<file path="src/rtl/attn_pkg.sv">
package attn_pkg;
  localparam logic [2:0] CM_VECTOR = 3'b011;
  localparam logic [2:0] CM_PARK   = 3'b111;

  typedef enum logic [1:0] {CTL_IDLE, CTL_FETCH, CTL_REPORT} ctl_state_e;
  typedef enum logic [1:0] {FX_IDLE, FX_STROBE, FX_RELEASE} fx_state_e;
endpackage

</file>
<file path="src/rtl/attn_sync.sv">
module attn_sync #(
  parameter int N_LINES = 8,
  parameter int STAGES  = 2
) (
  input  logic               clk,
  input  logic               rst_n,
  input  logic [N_LINES-1:0] req_n,
  output logic [N_LINES-1:0] pend
);
  logic [N_LINES-1:0] stage_q [STAGES];

  always_ff @(posedge clk or negedge rst_n) begin
    if (!rst_n) begin
      for (int s = 0; s < STAGES; s++) stage_q[s] <= '1;
    end else begin
      stage_q[0] <= req_n;
      for (int s = 1; s < STAGES; s++) stage_q[s] <= stage_q[s-1];
    end
  end

  assign pend = ~stage_q[STAGES-1];
endmodule

</file>
<file path="src/rtl/attn_prio.sv">
module attn_prio #(
  parameter int N_LINES = 8,
  parameter int NUM_W   = 3
) (
  input  logic [N_LINES-1:0] pend,
  input  logic [N_LINES-1:0] mask,
  output logic               any,
  output logic [NUM_W-1:0]   num
);
  logic [N_LINES-1:0] eligible;

  always_comb begin
    eligible = pend & ~mask;
    any      = |eligible;
    num      = '0;
    for (int i = N_LINES - 1; i >= 0; i--) begin
      if (eligible[i]) num = NUM_W'(i);
    end
  end
endmodule

</file>
<file path="src/rtl/attn_fetch.sv">
module attn_fetch
  import attn_pkg::*;
#(
  parameter int VEC_W = 8
) (
  input  logic             clk,
  input  logic             rst_n,
  input  logic             start,
  input  logic             dack_n,
  input  logic             terr_n,
  input  logic [VEC_W-1:0] bus_data,
  output logic             dstb_n,
  output logic [2:0]       cm,
  output logic             done,
  output logic [VEC_W-1:0] vec,
  output logic             fault
);
  fx_state_e st_q;

  always_ff @(posedge clk or negedge rst_n) begin
    if (!rst_n) begin
      st_q  <= FX_IDLE;
      vec   <= '0;
      fault <= 1'b0;
    end else begin
      unique case (st_q)
        FX_IDLE: if (start) st_q <= FX_STROBE;
        FX_STROBE: begin
          if (!terr_n) begin
            vec   <= '0;
            fault <= 1'b1;
            st_q  <= FX_RELEASE;
          end else if (!dack_n) begin
            vec   <= bus_data;
            fault <= 1'b0;
            st_q  <= FX_RELEASE;
          end
        end
        FX_RELEASE: if (dack_n && terr_n) st_q <= FX_IDLE;
        default: st_q <= FX_IDLE;
      endcase
    end
  end

  assign dstb_n = (st_q != FX_STROBE);
  assign cm     = (st_q == FX_STROBE) ? CM_VECTOR : CM_PARK;
  assign done   = (st_q == FX_RELEASE) && dack_n && terr_n;
endmodule

</file>
<file path="src/rtl/attn_vector_ctrl.sv">
module attn_vector_ctrl
  import attn_pkg::*;
#(
  parameter int N_LINES     = 8,
  parameter int VEC_W       = 8,
  parameter int SYNC_STAGES = 2
) (
  input  logic                                    clk,
  input  logic                                    rst_n,
  input  logic [N_LINES-1:0]                      attn_n,
  input  logic                                    mask_wr,
  input  logic [N_LINES-1:0]                      mask_data,
  input  logic                                    explicit_mode,
  output logic                                    dstb_n,
  output logic [2:0]                              bus_cm,
  input  logic                                    dack_n,
  input  logic                                    terr_n,
  input  logic [VEC_W-1:0]                        bus_data,
  output logic                                    rpt_valid,
  input  logic                                    rpt_ready,
  output logic [((N_LINES>1)?$clog2(N_LINES):1)-1:0] rpt_num,
  output logic [VEC_W-1:0]                        rpt_vec,
  output logic                                    rpt_fault
);
  localparam int NUM_W = (N_LINES > 1) ? $clog2(N_LINES) : 1;

  logic [N_LINES-1:0] pend;
  logic [N_LINES-1:0] mask_q;
  logic               enc_any;
  logic [NUM_W-1:0]   enc_num;
  logic               fx_start, fx_done, fx_fault;
  logic [VEC_W-1:0]   fx_vec;

  ctl_state_e         st_q;
  logic [NUM_W-1:0]   num_q;
  logic [VEC_W-1:0]   vec_q;
  logic               fault_q;

  attn_sync #(.N_LINES(N_LINES), .STAGES(SYNC_STAGES)) u_sync (
    .clk   (clk),
    .rst_n (rst_n),
    .req_n (attn_n),
    .pend  (pend)
  );

  attn_prio #(.N_LINES(N_LINES), .NUM_W(NUM_W)) u_prio (
    .pend (pend),
    .mask (mask_q),
    .any  (enc_any),
    .num  (enc_num)
  );

  assign fx_start = (st_q == CTL_IDLE) && enc_any && explicit_mode;

  attn_fetch #(.VEC_W(VEC_W)) u_fetch (
    .clk      (clk),
    .rst_n    (rst_n),
    .start    (fx_start),
    .dack_n   (dack_n),
    .terr_n   (terr_n),
    .bus_data (bus_data),
    .dstb_n   (dstb_n),
    .cm       (bus_cm),
    .done     (fx_done),
    .vec      (fx_vec),
    .fault    (fx_fault)
  );

  always_ff @(posedge clk or negedge rst_n) begin
    if (!rst_n) begin
      mask_q <= '1;
    end else if (mask_wr) begin
      mask_q <= mask_data;
    end
  end

  always_ff @(posedge clk or negedge rst_n) begin
    if (!rst_n) begin
      st_q    <= CTL_IDLE;
      num_q   <= '0;
      vec_q   <= '0;
      fault_q <= 1'b0;
    end else begin
      unique case (st_q)
        CTL_IDLE: begin
          if (enc_any) begin
            num_q   <= enc_num;
            vec_q   <= '0;
            fault_q <= 1'b0;
            st_q    <= explicit_mode ? CTL_FETCH : CTL_REPORT;
          end
        end
        CTL_FETCH: begin
          if (fx_done) begin
            vec_q   <= fx_vec;
            fault_q <= fx_fault;
            st_q    <= CTL_REPORT;
          end
        end
        CTL_REPORT: if (rpt_ready) st_q <= CTL_IDLE;
        default: st_q <= CTL_IDLE;
      endcase
    end
  end

  assign rpt_valid = (st_q == CTL_REPORT);
  assign rpt_num   = num_q;
  assign rpt_vec   = vec_q;
  assign rpt_fault = fault_q;
endmodule

</file>
<file path="config.mk">
export PLATFORM = sky130hd
export DESIGN_NAME = attn_vector_ctrl
export DESIGN_NICKNAME = d
export VERILOG_FILES = /design/src/rtl/attn_pkg.sv /design/src/rtl/attn_sync.sv /design/src/rtl/attn_prio.sv /design/src/rtl/attn_fetch.sv /design/src/rtl/attn_vector_ctrl.sv
export SDC_FILE = /design/constraint.sdc
export NUM_CORES = 1
export LEC_CHECK = 0
export BUFFER_PORTS_ARGS = -buffer_cell sky130_fd_sc_hd__buf_2
export CORE_ASPECT_RATIO = 1.75
export CORE_MARGIN = 4
export CORE_UTILIZATION = 30
export DETAILED_ROUTE_END_ITERATION = 10
export HOLD_SLACK_MARGIN = 0.08
export SYNTH_ARGS = -nofsm -noshare
export SYNTH_HDL_FRONTEND = slang
export SYNTH_SLANG_ARGS = --single-unit
</file>
<file path="constraint.sdc">
create_clock -name clk -period 2 [get_ports clk]
set_input_delay 0.4 -clock clk [delete_from_list [all_inputs] [get_ports clk]]
set_output_delay 0.4 -clock clk [all_outputs]
set_load 0.01 [all_outputs]
</file>
Word level (Yosys, flattened, before mapping)
Index checks and enable logic that the tools add are counted.
{"block": "totals", "output_inout_bits": 17, "regBits": 49, "elab_cells": 68}
{"block": "classes", "muxes": 29, "reduce_logical": 14, "n_eq_ne": 12, "n_bitwise": 3}
{"op": "$mux W8", "n": 4}
{"op": "$mux W3", "n": 9}
{"op": "$mux W2", "n": 8}
{"op": "$not A8 Y8", "n": 2}
{"op": "$pmux W8 S2", "n": 1}
{"op": "$pmux W2 S3", "n": 2}
{"op": "$reduce_and A3 Y1", "n": 3}
{"op": "$and A8 B8 Y8", "n": 1}
{"op": "$ne A2 B2 Y1 const B", "n": 4}
{"op": "$reduce_or A8 Y1", "n": 1}
{"op": "$ne A2 B1 Y1 const B", "n": 3}
{"op": "$logic_and A1 B1 Y1", "n": 5}
{"op": "$eq A2 B1 Y1 const B", "n": 2}
{"op": "$eq A2 B2 Y1 const B", "n": 2}
{"op": "$logic_not A2 Y1", "n": 2}
{"op": "$mux W1", "n": 4}
{"op": "$reduce_and A2 Y1", "n": 2}
{"op": "$ne A3 B3 Y1 const B", "n": 1}
{"op": "$pmux W1 S2", "n": 1}
{"op": "$reduce_bool A2 Y1", "n": 1}

Depth between registers and ports, before layout
{"block": "depth", "ltp_word": 10, "ltp_mapped": 5, "mapped_depth_nobuf": 4}

Cells and area by module
From an unflattened synthesis, not the netlist that was laid out.
{"block": "hier_totals", "hier_cells": 193, "hier_area_um2": 2373.5}
{"mod": "attn_vector_ctrl", "cells_per_inst": 88, "area_each_um2": 1096.1, "n_inst": 1}
{"mod": "attn_fetch", "cells_per_inst": 56, "area_each_um2": 649.4, "n_inst": 1}
{"mod": "attn_sync", "cells_per_inst": 24, "area_each_um2": 450.4, "n_inst": 1}
{"mod": "attn_prio", "cells_per_inst": 25, "area_each_um2": 177.7, "n_inst": 1}

Worst setup path before layout
Ideal clock, no wire load.
{"block": "synth_timing", "kind": "reg-to-reg", "from": "register mask_q[1]", "to": "register fault_q, in the netlist rpt_fault", "arrival_time_ps": 1520, "setup_ps": 66, "stages_incl_launch_ff": 5, "slack_ps": 414, "period_less_slack_ps": 1586, "path_cell_list": "dfstp_2 o22ai_2 or4_4 o21bai_4 a22o_1"}
{"block": "synth_via", "elab_chain_len": 5}
{"element": "from (decl)", "line_no": "attn_vector_ctrl.sv:28", "text": "logic [N_LINES-1:0] mask_q;"}
{"element": "from (signal assigned)", "line_no": "attn_vector_ctrl.sv:73", "text": "mask_q <= mask_data;"}
{"element": "$not A8 Y8", "line_no": "attn_prio.sv:13", "text": "eligible = pend & ~mask;"}
{"element": "$and A8 B8 Y8", "line_no": "attn_prio.sv:13"}
{"element": "$reduce_or A8 Y1", "line_no": "attn_prio.sv:14", "text": "any = |eligible;"}
{"element": "$ne A2 B2 Y1 (no line)"}
{"element": "$reduce_and A3 Y1 (no line)"}
{"element": "to (signal assigned)", "line_no": "attn_vector_ctrl.sv:96", "text": "fault_q <= fx_fault;"}
{"element": "to (decl)", "line_no": "attn_vector_ctrl.sv:37", "text": "logic fault_q;"}
No other way between the ends.
A chain may end at the register's enable or synchronous reset.

Final worst setup path
{"block": "layout_timing", "from": "register mask_q[4]", "to": "register fault_q, in the netlist rpt_fault"}
The elaborated chain is that of the path after synthesis.

==> metrics.csv <==
stage,metric,value,unit
placed_design,routability cong.,0.750,
floorplan,I/O Pins,48,
drt,drt pass-1 iters,4,
global_routing,GRT Total Usage,10.7,%
power_and_ir_drop,LEAKAGE,1.07,nW
sta,post-layout min period,1.71,ns
clocking,clock sinks,49,
sta,Max Freq,0.585,GHz
floorplan,die area,0.00785,mm^2
global_routing,first-pass GRT wire length,6.20,mm
sta,Max Slew Vio Count,0,
global_routing,number of global-route vias before repair,1289,
sta,"Hold Violations, Final",0,
global_routing,antenna violations before repair,0,
worst_setup_path,Arrival @ worst endpoint,1.93,ns
logic_synthesis,Mapped Avg Cell Area,12.8,um^2
sta,setup TNS,0,ns
logic_synthesis,"Distinct cells, synth",30,
power_and_ir_drop,power per cell area,1120,mW/mm^2
global_routing,grt ovf,0,
clocking,clk slew on worst S/H paths,0.09,ns
placed_design,dpl cells,272,
drt,ANT nets after route,0,
outcome,status,"complete, no violations",
clocking,Num CTS Buffers,5,
clocking,"Clk Latency, worst-skew pair",0.29,ns
worst_setup_path,Setup crit start kind,flip-flop,
floorplan,die height,114,um
sta,Worst Tran Pin Value,0.595,ns
worst_setup_path,Setup crit end kind,flip-flop,
clocking,CTS tree,yes,
sta,Slew HR,60.3,%
drt,DRT Wirelength,3.76,mm
floorplan,core area,0.00623,mm^2
worst_setup_path,CP Data Required Time,2.23,ns
run,Max-Cap Viols,0,
clocking,number of setup buffers added after CTS,0,
worst_setup_path,Setup CP Type,reg -> reg,
logic_synthesis,Most used DFF post-synth,dfrtp_1,
finish,Final nets,230,
logic_synthesis,Mapped Area,0.00194,mm^2
sta,fin crit share,85.4,%
global_routing,largest net degree at the start of global routing,50,
drt,vias,1273,
placed_design,Post-DP HPWL,2.84,mm
drt,DRC violations left,0,
worst_setup_path,CP Max Fanout,9,
finish,fin cells,280,
clocking,post-CTS resize count,0,
sta,Final setup viols,0,
logic_synthesis,register bit total from synthesis,49,
clocking,H-tree level count,2,
clocking,clk root buf,clkbuf_8,
sta,unrepaired setup endpoints after global routing,false,
hold_path,hold crit path type,in -> async,
finish,antenna cell count,0,
finish,number of fillers in the final layout,633,
floorplan,num rows,38,
logic_synthesis,Ys Warns,0,
logic_synthesis,post-synthesis cell count,151,
drt,WL per Instance,13.4,um
power_and_ir_drop,Peak VDD IR,491,uV
logic_synthesis,post-synthesis sequential area ratio,64.9,%
finish,Synth-to-Final Area Change,21.0,%
drt,drt initial violations,38,
floorplan,Chip Width,68.7,um
placed_design,quantity of I/O buffers inserted on ports,45,
sta,clk_skew,0.0114,ns
logic_synthesis,Post-synth EDFFs,0,
floorplan,Starting Density,31.1,%
clocking,clock buffer depth,2,
clocking,hold_buf cts,0,
drt,vias per inst,4.55,
finish,share of layout cells above drive strength 1,46.0,%
logic_synthesis,ys async rst share,100,%
-- state kept, by name, indices dropped and copies added, names as in the netlist --
| name | count |
|---|---|
| u_fetch.vec | 8 |
| mask_q | 8 |
| u_fetch.fault | 1 |
| rpt_vec | 8 |
| rpt_num | 3 |
| u_fetch.st_q | 2 |
| rpt_fault | 1 |
| u_sync.stage_q | 16 |
| st_q | 2 |
-- power by group --
part | internal (mW) | leakage [nW] | switching [mW]
sequential | 1.23 | 0.582 | 0.175
clock | 0.281 | 0.0512 | 0.318
combinational | 0.305 | 0.437 | 0.318
-- cells in the mapped netlist (2+ instances only) --
library cell / count / area (um^2)
o21ai_0: 13 / 65.1
nor2_1: 9 / 33.8
nor2b_1: 2 / 12.5
nand2_1: 17 / 63.8
o32ai_1: 2 / 17.5
dfstp_2: 24 / 631
inv_1: 2 / 7.51
a21oi_1: 2 / 10.0
dfrtp_1: 25 / 626
mux2_2: 8 / 90.1
a22o_1: 18 / 158
buf_4: 3 / 22.5
o21a_1: 3 / 22.5
o22ai_1: 2 / 12.5
clkbuf_1: 5 / 18.8
o22ai_2: 2 / 25.0
-- area by class of cell --
type                       instances  area [um^2]  area share [%]
multi-input combinational         93          634            27.1
clock inverter                     2         13.8           0.588
tap                               80          100            4.27
inverter                           2         7.51           0.321
timing repair buffer              48          248            10.6
clock buffer                       6         82.6            3.53
sequential                        49         1260            53.6
-- through the flow --
| stage | setup slack (ns) | total power [mW] | hold slack [ns] | instance area, um^2 | utilization [%] |
|---|---|---|---|---|---|
| 2_1_floorplan | 0.414 | 1.82 | 0.104 | 1940 | - |
| 3_3_place_gp | 0.312 | 2.04 | 0.346 | 2250 | 36.1 |
| 3_5_place_dp | 0.304 | 2.06 | 0.347 | 2250 | 36.1 |
| 4_1_cts | 0.251 | 2.67 | 0.184 | 2340 | 37.6 |
| 5_1_grt | 0.158 | 2.83 | 0.171 | 2340 | 37.6 |
| 6_report | 0.291 | 2.62 | 0.194 | 2340 | 37.6 |
-- cells by family after synthesis --
| kind of cell | count (synthesis) | share of synthesized area, % |
|---|---|---|
| AOI/OAI and AO/OA | 49 | 19.6 |
| DFF | 49 | 64.9 |
| and+or+nand+nor | 33 | 7.69 |
| buffers and inverters | 10 | 2.52 |
| muxes | 8 | 4.65 |
| xor gates and xnor gates | 1 | 0.453 |
| other | 1 | 0.194 |
-- per-layer routing --
layer / track usage, % / part of all wire, % / vias to the layer above
met1: 12.0 / 38 / 596
met3: 2.85 / 5.8 / 8
li1: - / - / 636
met2: 17.5 / 53 / 33
met5: 0 / 0 / -
met4: 6.25 / 3.5 / 0
-- critical path, stage by stage, from the launching register on --
cell and delay (ns):
dfstp_2 0.55, o22ai_1 0.15, or4_4 0.52, o21bai_4 0.24
a22o_1 0.18
-- placed cells by master (no fill, tap or decap), drive strengths merged --
cell	instances
dfstp	24
a22o	18
clkbuf	6
mux2	8
nand2	17
a21oi	2
dfrtp	25
nand4b	1
or4	1
a21o	1
o32ai	2
o21a	3
nand3	1
nor2b	2
nand2b	1
xnor2	1
o41ai	1
clkinv	2
o21bai	1
inv	2
buf	48
o31a	1
conb	2
nor2	9
o22ai	4
o21ai	13
a22oi	1
nand3b	1
o31ai	1
o32a	1
-- worst paths after layout --
check / start / endpoint / slack, ns / depth (start not counted)
worst max-delay path: mask_q[4] / rpt_fault / 0.29 / 4
worst min-delay path: rst_n / rpt_num[0] / 0.19 / 2
worst max register to register: mask_q[4] / rpt_fault / 0.29 / 4
worst min register to register: u_sync.stage_q[15] / u_sync.stage_q[7] / 0.36 / 0
max in group asynchronous: rst_n / rpt_vec[0] / 1.40 / 2
min in group clk: attn_n[5] / u_sync.stage_q[13] / 0.20 / 1
Note: power is estimated with default switching activity, not from simulation.
